===== src/rtl/cg_pkg.sv =====
package cg_pkg;

  // Which of the three registers an access addresses.
  typedef enum logic [1:0] {
    CG_LOCK = 2'd0,
    CG_RUN  = 2'd1,
    CG_HOLD = 2'd2,
    CG_NONE = 2'd3
  } cg_sel_e;

  // Byte offsets inside the unit.
  localparam int unsigned CG_OFS_LOCK = 0;
  localparam int unsigned CG_OFS_RUN  = 4;
  localparam int unsigned CG_OFS_HOLD = 8;

endpackage


===== src/rtl/cg_addr_dec.sv =====
module cg_addr_dec
  import cg_pkg::*;
#(
  parameter int unsigned ADDR_W = 12
) (
  input  logic              psel,
  input  logic              penable,
  input  logic              pwrite,
  input  logic [ADDR_W-1:0] paddr,
  output cg_sel_e           sel,
  output logic              wr_stb,
  output logic              rd_act
);

  localparam logic [ADDR_W-1:0] A_LOCK = ADDR_W'(CG_OFS_LOCK);
  localparam logic [ADDR_W-1:0] A_RUN  = ADDR_W'(CG_OFS_RUN);
  localparam logic [ADDR_W-1:0] A_HOLD = ADDR_W'(CG_OFS_HOLD);

  // The full address is compared, so aliases and unaligned offsets
  // fall through to CG_NONE.
  always_comb begin
    unique case (paddr)
      A_LOCK:  sel = CG_LOCK;
      A_RUN:   sel = CG_RUN;
      A_HOLD:  sel = CG_HOLD;
      default: sel = CG_NONE;
    endcase
  end

  assign wr_stb = psel & penable & pwrite;
  assign rd_act = psel & ~pwrite;

endmodule


===== src/rtl/cg_lock_regs.sv =====
module cg_lock_regs
  import cg_pkg::*;
#(
  parameter int unsigned NUM_GRP = 7
) (
  input  logic               clk,
  input  logic               rst_n,
  input  logic               wr_stb,
  input  cg_sel_e            sel,
  input  logic [NUM_GRP-1:0] wdata,
  output logic [NUM_GRP-1:0] lock_q,
  output logic [NUM_GRP-1:0] run_q,
  output logic [NUM_GRP-1:0] hold_q
);

  logic lock_hit;
  logic run_hit;
  logic hold_hit;

  assign lock_hit = wr_stb && (sel == CG_LOCK);
  assign run_hit  = wr_stb && (sel == CG_RUN);
  assign hold_hit = wr_stb && (sel == CG_HOLD);

  // The lock mask itself is never protected.
  always_ff @(posedge clk or negedge rst_n) begin
    if (!rst_n) begin
      lock_q <= '0;
    end else if (lock_hit) begin
      lock_q <= wdata;
    end
  end

  // One run flop and one hold flop per group, each with its own lock bit.
  for (genvar g = 0; g < NUM_GRP; g++) begin : g_bit
    logic run_b;
    logic hold_b;

    always_ff @(posedge clk or negedge rst_n) begin
      if (!rst_n) begin
        run_b <= 1'b1;
      end else if (run_hit && lock_q[g]) begin
        run_b <= wdata[g];
      end
    end

    always_ff @(posedge clk or negedge rst_n) begin
      if (!rst_n) begin
        hold_b <= 1'b0;
      end else if (hold_hit && lock_q[g]) begin
        hold_b <= wdata[g];
      end
    end

    assign run_q[g]  = run_b;
    assign hold_q[g] = hold_b;
  end

endmodule


===== src/rtl/cg_fall_stage.sv =====
module cg_fall_stage #(
  parameter int unsigned NUM_GRP = 7
) (
  input  logic               clk,
  input  logic               rst_n,
  input  logic [NUM_GRP-1:0] d,
  output logic [NUM_GRP-1:0] q
);

  // Captured while the clock is low, so a downstream gating latch
  // only ever sees a change in its closed phase.
  always_ff @(negedge clk or negedge rst_n) begin
    if (!rst_n) begin
      q <= '1;
    end else begin
      q <= d;
    end
  end

endmodule


===== src/rtl/periph_clkgate.sv =====
module periph_clkgate
  import cg_pkg::*;
#(
  parameter int unsigned ADDR_W  = 12,
  parameter int unsigned DATA_W  = 32,
  parameter int unsigned NUM_GRP = 7
) (
  input  logic               pclk,
  input  logic               presetn,
  input  logic               psel,
  input  logic               penable,
  input  logic               pwrite,
  input  logic [ADDR_W-1:0]  paddr,
  input  logic [DATA_W-1:0]  pwdata,
  output logic [DATA_W-1:0]  prdata,
  output logic [NUM_GRP-1:0] gclk_en,
  output logic [NUM_GRP-1:0] core_rst
);

  localparam int unsigned PAD_W = DATA_W - NUM_GRP;

  cg_sel_e            sel;
  logic               wr_stb;
  logic               rd_act;
  logic [NUM_GRP-1:0] lock_q;
  logic [NUM_GRP-1:0] run_q;
  logic [NUM_GRP-1:0] hold_q;

  cg_addr_dec #(.ADDR_W(ADDR_W)) u_dec (
    .psel    (psel),
    .penable (penable),
    .pwrite  (pwrite),
    .paddr   (paddr),
    .sel     (sel),
    .wr_stb  (wr_stb),
    .rd_act  (rd_act)
  );

  cg_lock_regs #(.NUM_GRP(NUM_GRP)) u_regs (
    .clk    (pclk),
    .rst_n  (presetn),
    .wr_stb (wr_stb),
    .sel    (sel),
    .wdata  (pwdata[NUM_GRP-1:0]),
    .lock_q (lock_q),
    .run_q  (run_q),
    .hold_q (hold_q)
  );

  cg_fall_stage #(.NUM_GRP(NUM_GRP)) u_fall (
    .clk   (pclk),
    .rst_n (presetn),
    .d     (run_q),
    .q     (gclk_en)
  );

  assign core_rst = hold_q;

  // Read data is driven only during a read and is zero-extended.
  always_comb begin
    prdata = '0;
    if (rd_act) begin
      unique case (sel)
        CG_LOCK: prdata = {{PAD_W{1'b0}}, lock_q};
        CG_RUN:  prdata = {{PAD_W{1'b0}}, run_q};
        CG_HOLD: prdata = {{PAD_W{1'b0}}, hold_q};
        default: prdata = '0;
      endcase
    end
  end

endmodule


===== config.mk =====
export PLATFORM = sky130hd
export DESIGN_NAME = periph_clkgate
export DESIGN_NICKNAME = d
export VERILOG_FILES = /design/src/rtl/cg_pkg.sv /design/src/rtl/cg_addr_dec.sv /design/src/rtl/cg_lock_regs.sv /design/src/rtl/cg_fall_stage.sv /design/src/rtl/periph_clkgate.sv
export SDC_FILE = /design/constraint.sdc
export NUM_CORES = 1
export LEC_CHECK = 0
export ABC_AREA = 0
export BUFFER_PORTS_ARGS = -buffer_cell sky130_fd_sc_hd__buf_2
export CAP_MARGIN = 30
export CORE_ASPECT_RATIO = 0.8
export CORE_MARGIN = 2
export CORE_UTILIZATION = 40
export CTS_CLUSTER_SIZE = 8
export DETAILED_ROUTE_END_ITERATION = 7
export PLACE_DENSITY_LB_ADDON = 0.12
export SETUP_SLACK_MARGIN = 0.2
export SYNTH_ARGS = -nofsm -noshare
export SYNTH_HDL_FRONTEND = slang
export SYNTH_HIERARCHICAL = 1
export SYNTH_SLANG_ARGS = --single-unit

===== constraint.sdc =====
create_clock -name pclk -period 1.3 [get_ports pclk]
set_clock_uncertainty 0.05 [all_clocks]
set_input_delay 0.065 -clock pclk [delete_from_list [all_inputs] [get_ports pclk]]
set_output_delay 0.065 -clock pclk [all_outputs]
set_load 0.02 [all_outputs]

==> results of run 1 <==
[timing repair]
item	in CTS	in global routing
cloned	4	0
pin swaps	16	12
endpoints found under the hold margin	21	1
buffers inserted	12	1
hold buffers	3	1
gates resized for setup	63	16
setup endpoints to repair	42	47
[metal layers]
| layer | share of wire | global-route usage |
|---|---|---|
| met1 | 0.44 | 0.224 |
| met2 | 0.51 | 0.281 |
| met3 | 0.050 | 0.0434 |
| met4 | 0 | 0.00670 |
| met5 | 0 | 0 |
[layout make-up]
type	count	area, um^2	share of cell area
Clock inverter	7	26.3	0.0108
Timing Repair Buffer	79	731	0.299
Tap cell	57	71.3	0.0292
Multi-Input combinational cell	97	851	0.348
Clock buffer	4	45.0	0.0184
Sequential cell	28	718	0.294
[cells by family (layout without fill, tap and decap cells)]
logic type	count (synthesis)	count (layout)	share of synthesized area
flops	28	28	0.421
compound gates	7	7	0.0205
other cells	1	25	0.00220
buf+inv	46	90	0.204
simple gates	37	37	0.173
mux	28	28	0.180
[sequential cells by signal (all words and copies together) (netlist names)]
| signal | count |
|---|---|
| u_regs/lock_q | 7 |
| u_regs/g_bit.run_b | 7 |
| u_regs/g_bit.hold_b | 7 |
| u_fall/q | 7 |
[stage by stage]
stage | utilization | area [um^2] | setup WS, ns | power [mW] | cells
after floorplan | - | 1870 | -0.166 | 1.06 | 171
after global placement | 0.456 | 1890 | -0.253 | 1.08 | 241
after detailed placement | 0.456 | 1890 | -0.323 | 1.08 | 241
after CTS | 0.569 | 2360 | -0.447 | 1.64 | 270
after global routing | 0.588 | 2440 | -0.480 | 1.72 | 272
final | 0.588 | 2440 | -0.434 | 1.62 | 272
[layout by cell type (no fill, tap or decap)]
cell type and count:
and2_4 7, and3_1 1, buf_16 2, buf_2 26, buf_4 9, buf_6 36
buf_8 2, clkbuf_1 1, clkbuf_8 3, conb_1 25, dfrtp_1 14, dfstp_2 14
dlygate4sd3_1 3, dlymetal6s4s_1 1, inv_1 7, mux2_2 7, mux2_4 14, mux2i_1 6
mux2i_2 1, nand3_4 2, nand3b_1 7, nand4b_1 14, nor2b_1 1, nor3_1 2
nor3b_4 1, nor4_4 2, o21ai_1 6, o21ai_2 1
[power breakdown]
group | total (mW) | switching (mW) | internal, mW | leakage, nW
sequential | 0.874 | 0.000000431 | 0.874 | 0.340
clock | 0.556 | 0.308 | 0.248 | 0.0600
combinational | 0.186 | 0.128 | 0.0582 | 0.834
[worst max-delay path by stage]
stage / slack [ns] / depth (start not counted) / start / to
global route: -0.48 / 1 / u_fall/q[3]$_DFF_NN1_ / gclk_en[3]
global placement: -0.25 / 8 / paddr[5] / prdata[0]
floorplan: -0.17 / 4 / paddr[5] / u_regs/lock_q[0]$_DFFE_PN0P_
detailed placement: -0.32 / 8 / paddr[5] / prdata[0]
finish: -0.43 / 1 / u_fall/q[6]$_DFF_NN1_ / gclk_en[6]
CTS: -0.45 / 1 / u_fall/q[6]$_DFF_NN1_ / gclk_en[6]
==> metrics.md, run 1 <==
| Metric | Value |
|---|---|
| Max-slew violation count | `0` |
| Dominant cell by count in the synthesized netlist | `buf_4` |
| Post-synthesis register bit count | `28` |
| Maximum vdd ir drop | `0.706 mV` |
| Status | `finished with violations` |
| Clock latency on the worst-skew pair | `0.27 ns` |
| Worst path cell trace | `buf_6` |
| Filler cells | `364` |
| Vias in the first global route | `1270` |
| DRT iter0 DRCs | `40` |
| Max-cap viol count | `0` |
| Die X-Extent | `77.0 um` |
| P_leak | `1.23 nW` |
| Die footprint | `4810 um^2` |
| Total grt overflow | `0` |
| Post-route DRC | `0` |
| EDFF count, synth | `0` |
| CTS root buffer | `clkbuf_8` |
| Clock transition at path regs | `0.09 ns` |
| Drt via density | `4.65` |
| Port Buffers | `44` |
| Area growth, synth to finish | `43.1%` |
| CP arrival | `1.62 ns` |
| Ant. Diodes | `0` |
| Synth top area cells | `dfstp_2 22%, dfrtp_1 21%, buf_4 18%, mux2_2 14%, nand4b_1 7.2%` |
| R2R Path End | `u_fall/q[5]$_DFF_NN1_` |
| Slowest stage delay, CP | `0.52 ns` |
| Post-synth ARST share | `1.00` |
| Vias post-DR | `1264` |
| Cell Rows | `21` |
| Buffers and inverters on the worst path | `1` |
| Crit-path leading delay family | `flip-flops` |
| Wire per inst | `14.1 um` |
| Critical path peak fanout | `1` |
| Synth Instances | `147` |
| Setup TNS | `-8.00 ns` |
| Ratio of cells with drive above 1 in the final layout | `0.591` |
| Final hold vios | `2` |
| Worst reg2reg path depth | `1` |
| DP HPWL | `2500 um` |
| Power per Cell Area | `662 nW/um^2` |
| Setup violators final | `36` |
| Final net count | `265` |
| Gpl congestion | `0.733` |
| Critical path type | `reg2out` |
| Mean Syn Cell Area | `11.6 um^2` |
| Synthesized area | `1710 um^2` |
| Total Routed Length | `3840 um` |
| I/O pins | `95` |
| GRT Resource Usage Total | `0.165` |
| Yosys top cell by area | `dfstp_2` |
| CTS Sinks | `28` |
| Worst reg2reg startpoint | `u_regs/g_bit[5].run_b$_DFFE_PN1P_` |
| Antenna-violating nets left | `0` |
| Worst hold slack | `-0.00150 ns` |
| CTS tree | `built` |
| Dominant register cell in the synthesized netlist | `dfstp_2` |
| Sequential-to-total area share from yosys stat | `0.421` |
| Startpoint type of the worst setup path | `flop` |
| Largest net degree at the start of global routing | `16` |
| Synth top area share | `0.216` |
| First-pass iteration count of the detailed router | `4` |
| Worst path slowest cell | `dfstp_2` |
| Worst Setup End Kind | `output port` |
| Synth top cells by count | `40 x buf_4, 21 x mux2_2, 14 x dfrtp_1, 14 x dfstp_2, 14 x nand4b_1` |
| Netlist cell types | `22` |
| Global-route wire length before repair | `6280 um` |
| Core box area | `4150 um^2` |
| Hold Path Class | `in2async` |
| Die Y | `62.4 um` |
| Failing checks | `hold timing, setup timing` |
| Initial core utilization | `0.411` |
| Reg2Reg Setup Slack | `-0.04 ns` |
| Initial antenna violation count | `0` |
| Number of clock buffers inserted by TritonCTS | `3` |
| # H-tree levels | `1` |
| WP data required | `1.19 ns` |
| Max Root-Sink Buffers | `2` |
| PnR worst setup slack | `-0.434 ns` |
| Synth warn | `6` |
| RSZ-0062 raised after global routing | `true` |
No activity file was read; power rests on OpenSTA's default activity.
==> run 2: changes to the inputs <==
SKIP_LAST_GASP = 1   (was default)
==> run 2 against run 1 <==
Compared with the run above:
- the flow still finishes with violations (hold timing, setup timing)
- die area did not move
- largest cell class unchanged
- sequential share of layout area is 0.35 points higher
- core utilization decreased by 0.69 points
- global-route usage fell by 0.093 points
- final area down 1.2%
- total power decreased by 0.21%
==> metrics.md, run 2 (same netlist as run 1, synthesis figures left out) <==
| Metric | Value |
|---|---|
| Power per Cell Area | `668 nW/um^2` |
| Psw | `0.435 mW` |
| Crit. path cell count | `1` |
| Non-filler cells, final | `271` |
| # H-tree levels | `1` |
| Critical path type | `reg2out` |
| Commonest non-fill, non-tap cell in the layout | `buf_6` |
| Max-slew violation count | `0` |
| Worst path cell trace | `buf_6` |
| Final core utilization | `0.581` |
| DRT iter0 DRCs | `48` |
| Total Routed Length | `3820 um` |
| Failing checks | `hold timing, setup timing` |
| Crit-path leading delay family | `flip-flops` |
| Vias in the first global route | `1266` |
| DP HPWL | `2500 um` |
| Setup TNS | `-8.70 ns` |
| Final hold vios | `1` |
| Clock power share | `0.344` |
| Global-route wire length before repair | `6240 um` |
| Wire per inst | `14.1 um` |
| Worst setup endpoint | `gclk_en[6]` |
| Pint | `1.18 mW` |
| Die Y | `62.4 um` |
| CTS root buffer | `clkbuf_8` |
| Wire length on met2 | `1920 um` |
| CP arrival | `1.62 ns` |
| Area growth, synth to finish | `41.4%` |
| I/O pins | `95` |
| Most frequent cells in the layout | `35 x buf_6, 26 x buf_2, 25 x conb_1` |
| CTS tree | `built` |
| Met3 routed WL | `168 um` |
| R2R Path End | `u_fall/q[5]$_DFF_NN1_` |
| Initial core utilization | `0.411` |
| Worst Setup End Kind | `output port` |
| Largest net degree at the start of global routing | `16` |
| Startpoint type of the worst setup path | `flop` |
| Number of clock buffers inserted by TritonCTS | `3` |
| GRT Resource Usage Total | `0.164` |
| Vias post-DR | `1246` |
| Reg2Reg Setup Slack | `-0.04 ns` |
| Maximum vdd ir drop | `0.710 mV` |
| Clock transition at path regs | `0.09 ns` |
| Hold Path Class | `in2async` |
| Die footprint | `4810 um^2` |
| Worst path slowest cell | `dfstp_2` |
| WL met1 | `1730 um` |
| Cells after DPL | `241` |
| Max-cap viol count | `0` |
| PnR worst setup slack | `-0.434 ns` |
| Post-route DRC | `0` |
| Antenna-violating nets left | `0` |
| Cell Rows | `21` |
| RSZ-0062 raised after global routing | `true` |
| Buffers and inverters on the worst path | `1` |
| CTS Sinks | `28` |
| Ant. Diodes | `0` |
| Final net count | `264` |
| Worst reg2reg startpoint | `u_regs/g_bit[5].run_b$_DFFE_PN1P_` |
| First-pass iteration count of the detailed router | `4` |
| WP data required | `1.19 ns` |
| Critical path peak fanout | `1` |
| Die X-Extent | `77.0 um` |
| P_leak | `1.22 nW` |
| Sw frac | `0.270` |
| Worst setup path startpoint | `u_fall/q[6]$_DFF_NN1_` |
| Core box area | `4150 um^2` |
| Slowest stage delay, CP | `0.52 ns` |
| Status | `finished with violations` |
| Worst hold slack | `-0.000463 ns` |
| Drt via density | `4.60` |
| Initial antenna violation count | `0` |
| Register share of total power | `0.542` |
| Comb pwr share | `0.114` |
| Post-DP Area | `1890 um^2` |
| Top Metal Used | `met3` |
| Max Root-Sink Buffers | `2` |
| Total grt overflow | `0` |
| Clock latency on the worst-skew pair | `0.27 ns` |
| Port Buffers | `44` |
| Gpl congestion | `0.733` |
| Worst reg2reg path depth | `1` |
| Setup violators final | `36` |
| Ratio of cells with drive above 1 in the final layout | `0.589` |
| Design area | `2410 um^2` |
-- run 2: what timing repair did --
item	in CTS	in global routing
hold endpoints to repair	21	0
cloned	4	0
setup endpoints to repair	42	47
gates resized for setup	62	12
pin swaps	16	12
setup buffers	12	1
hold buffers	3	0
-- run 2: per-layer routing --
metal	vias up	global-route usage
met2	35	0.279
met5	-	0
li1	592	-
met3	0	0.0434
met4	0	0.00670
met1	619	0.223
-- run 2: worst min path at each step --
stage / from / end / cells after the start
after floorplan: presetn / u_regs/g_bit[0].hold_b$_DFFE_PN0P_ / 0
after global placement: presetn / u_regs/g_bit[5].hold_b$_DFFE_PN0P_ / 1
after detailed placement: presetn / u_regs/g_bit[5].hold_b$_DFFE_PN0P_ / 1
after CTS: pwdata[3] / u_regs/lock_q[3]$_DFFE_PN0P_ / 2
after global routing: pwdata[1] / u_regs/lock_q[1]$_DFFE_PN0P_ / 2
final: presetn / u_regs/g_bit[5].hold_b$_DFFE_PN0P_ / 2
-- run 2: layout make-up --
| cell class | instances | area [um^2] |
|---|---|---|
| multi-input cells | 97 | 836 |
| well taps | 57 | 71.3 |
| flip-flops and latches | 28 | 718 |
| repair buffers | 78 | 717 |
| clock buffers | 4 | 45.0 |
| fillers | 367 | 1740 |
| clock inverters | 7 | 26.3 |
-- run 2: stage by stage --
stage	setup WS, ns	total power [mW]
2_1_floorplan	-0.166	1.06
3_3_place_gp	-0.253	1.08
3_5_place_dp	-0.323	1.08
4_1_cts	-0.447	1.64
5_1_grt	-0.480	1.72
6_report	-0.434	1.61
-- run 2: power groups by stage --
stage | clock [mW] | combinational (mW) | sequential, mW
finish | 0.555 | 0.184 | 0.874
global route | 0.646 | 0.198 | 0.874
CTS | 0.586 | 0.179 | 0.874
detailed placement | 0.0380 | 0.159 | 0.888
global placement | 0.0380 | 0.155 | 0.888
floorplan | 0.0380 | 0.137 | 0.888
==> run 3: changes to the inputs <==
REMOVE_ABC_BUFFERS = 1   (was default)
==> run 3 against run 2 <==
Compared with the run above:
- the run still ends with hold timing, setup timing left
- first-iteration DRC count grew 10%
- clock power is essentially flat
- hold slack lost 0.015 ns
- sequential share of layout area grew 0.74 points
- sequential power is essentially flat
- critical endpoint is now gclk_en[5]
- critical path type unchanged
==> metrics.md, run 3 (same netlist as run 1, synthesis figures left out) <==
| Metric | Value |
|---|---|
| Global-route wire length before repair | `5690 um` |
| P_leak | `1.20 nW` |
| I/O pins | `95` |
| Most frequent cells in the layout | `26 x buf_2, 25 x conb_1, 22 x buf_6` |
| Clock transition at path regs | `0.09 ns` |
| Final net count | `256` |
| DP HPWL | `2250 um` |
| Port Buffers | `44` |
| PnR worst setup slack | `-0.429 ns` |
| Initial core utilization | `0.411` |
| Number of clock buffers inserted by TritonCTS | `3` |
| CTS root buffer | `clkbuf_8` |
| CP arrival | `1.61 ns` |
| Worst path cell trace | `buf_6` |
| Worst Setup End Kind | `output port` |
| Area growth, synth to finish | `38.0%` |
| Total grt overflow | `0` |
| Cells after DPL | `234` |
| # H-tree levels | `1` |
| Max-slew violation count | `0` |
| Buffers and inverters on the worst path | `1` |
| Ratio of cells with drive above 1 in the final layout | `0.519` |
| Antenna-violating nets left | `0` |
| Initial antenna violation count | `0` |
| Final hold vios | `3` |
| Setup violators final | `35` |
| Die Y | `62.4 um` |
| Critical path type | `reg2out` |
| RSZ-0062 raised after global routing | `true` |
| Largest net degree at the start of global routing | `29` |
| Clock latency on the worst-skew pair | `0.27 ns` |
| Die X-Extent | `77.0 um` |
| Total Routed Length | `4090 um` |
| Post-DP Area | `1800 um^2` |
| DRT iter0 DRCs | `53` |
| WP data required | `1.19 ns` |
| Post-route DRC | `0` |
| GRT Resource Usage Total | `0.152` |
| Non-filler cells, final | `263` |
| Max-cap viol count | `0` |
| Worst path slowest cell | `dfstp_2` |
| Drt via density | `4.75` |
| Power per Cell Area | `685 nW/um^2` |
| CTS Sinks | `28` |
| Vias post-DR | `1249` |
| Crit-path leading delay family | `flip-flops` |
| Failing checks | `hold timing, setup timing` |
| Wire per inst | `15.6 um` |
| Rel. slew slack | `0.575` |
| Commonest non-fill, non-tap cell in the layout | `buf_2` |
| Status | `finished with violations` |
| Setup TNS | `-10.33 ns` |
| Slew @ Worst Pin | `0.637 ns` |
| Hold Path Class | `in2async` |
| Max Root-Sink Buffers | `2` |
| Gpl congestion | `0.732` |
| Filler cells | `349` |
| Worst hold slack | `-0.0154 ns` |
| Cell Rows | `21` |
| Slowest stage delay, CP | `0.52 ns` |
| Core box area | `4150 um^2` |
| Maximum vdd ir drop | `0.653 mV` |
| Startpoint type of the worst setup path | `flop` |
| Critical path peak fanout | `1` |
| CTS tree | `built` |
| Design area | `2350 um^2` |
| First-pass iteration count of the detailed router | `4` |
| Die footprint | `4810 um^2` |
| Ant. Diodes | `0` |
| Vias in the first global route | `1125` |
## run 3: worst paths after layout
kind	startpoint	to	slack, ns	cells past startpoint
worst max-delay path	u_fall/q[5]$_DFF_NN1_	gclk_en[5]	-0.43	1
worst min-delay path	presetn	u_regs/g_bit[2].hold_b$_DFFE_PN0P_	-0.02	2
worst max register to register	u_regs/g_bit[0].run_b$_DFFE_PN1P_	u_fall/q[0]$_DFF_NN1_	0.03	0
worst min register to register	u_regs/g_bit[3].hold_b$_DFFE_PN0P_	u_regs/g_bit[3].hold_b$_DFFE_PN0P_	0.50	1
max in group asynchronous	presetn	u_regs/g_bit[6].run_b$_DFFE_PN1P_	0.64	3
min in group pclk	pwdata[2]	u_regs/g_bit[2].hold_b$_DFFE_PN0P_	0.02	2
## run 3: stage by stage
step | setup WS [ns] | total power, mW | hold WS (ns) | utilization
floorplan | -0.706 | 1.00 | -0.281 | -
global placement | -0.292 | 1.07 | -0.0556 | 0.433
detailed placement | -0.348 | 1.07 | -0.0575 | 0.433
global route | -0.490 | 1.72 | 0.00606 | 0.567
CTS | -0.441 | 1.63 | 0.000579 | 0.517
finish | -0.429 | 1.61 | -0.0154 | 0.567
## run 3: final cells by class
| type | count | area, um^2 | area share |
|---|---|---|---|
| Timing Repair Buffer | 70 | 676 | 0.287 |
| Tap cell | 57 | 71.3 | 0.0303 |
| Clock inverter | 8 | 30.0 | 0.0128 |
| Multi-Input combinational cell | 97 | 818 | 0.348 |
| Clock buffer | 3 | 41.3 | 0.0175 |
| Sequential cell | 28 | 718 | 0.305 |
## run 3: repair_timing
| item | 4_1_cts | 5_1_grt |
|---|---|---|
| hold buffers | 6 | 0 |
| setup endpoints to repair | 42 | 46 |
| pin swaps | 4 | 4 |
| endpoints found under the hold margin | 26 | 0 |
| cloned | 1 | 4 |
| gates resized for setup | 42 | 25 |
| buffers inserted | 4 | 4 |
## run 3: metal layers
metal / share of wire / global-route usage
met1: 0.44 / 0.193
met4: 0.0024 / 0.0268
met3: 0.058 / 0.0376
met2: 0.50 / 0.265
met5: 0 / 0
## run 3: report_power, final
group          internal, mW  leakage (nW)  switching (mW)
Clock                 0.240        0.0604           0.312
Sequential            0.874         0.340     0.000000431
Combinational        0.0601         0.798           0.126
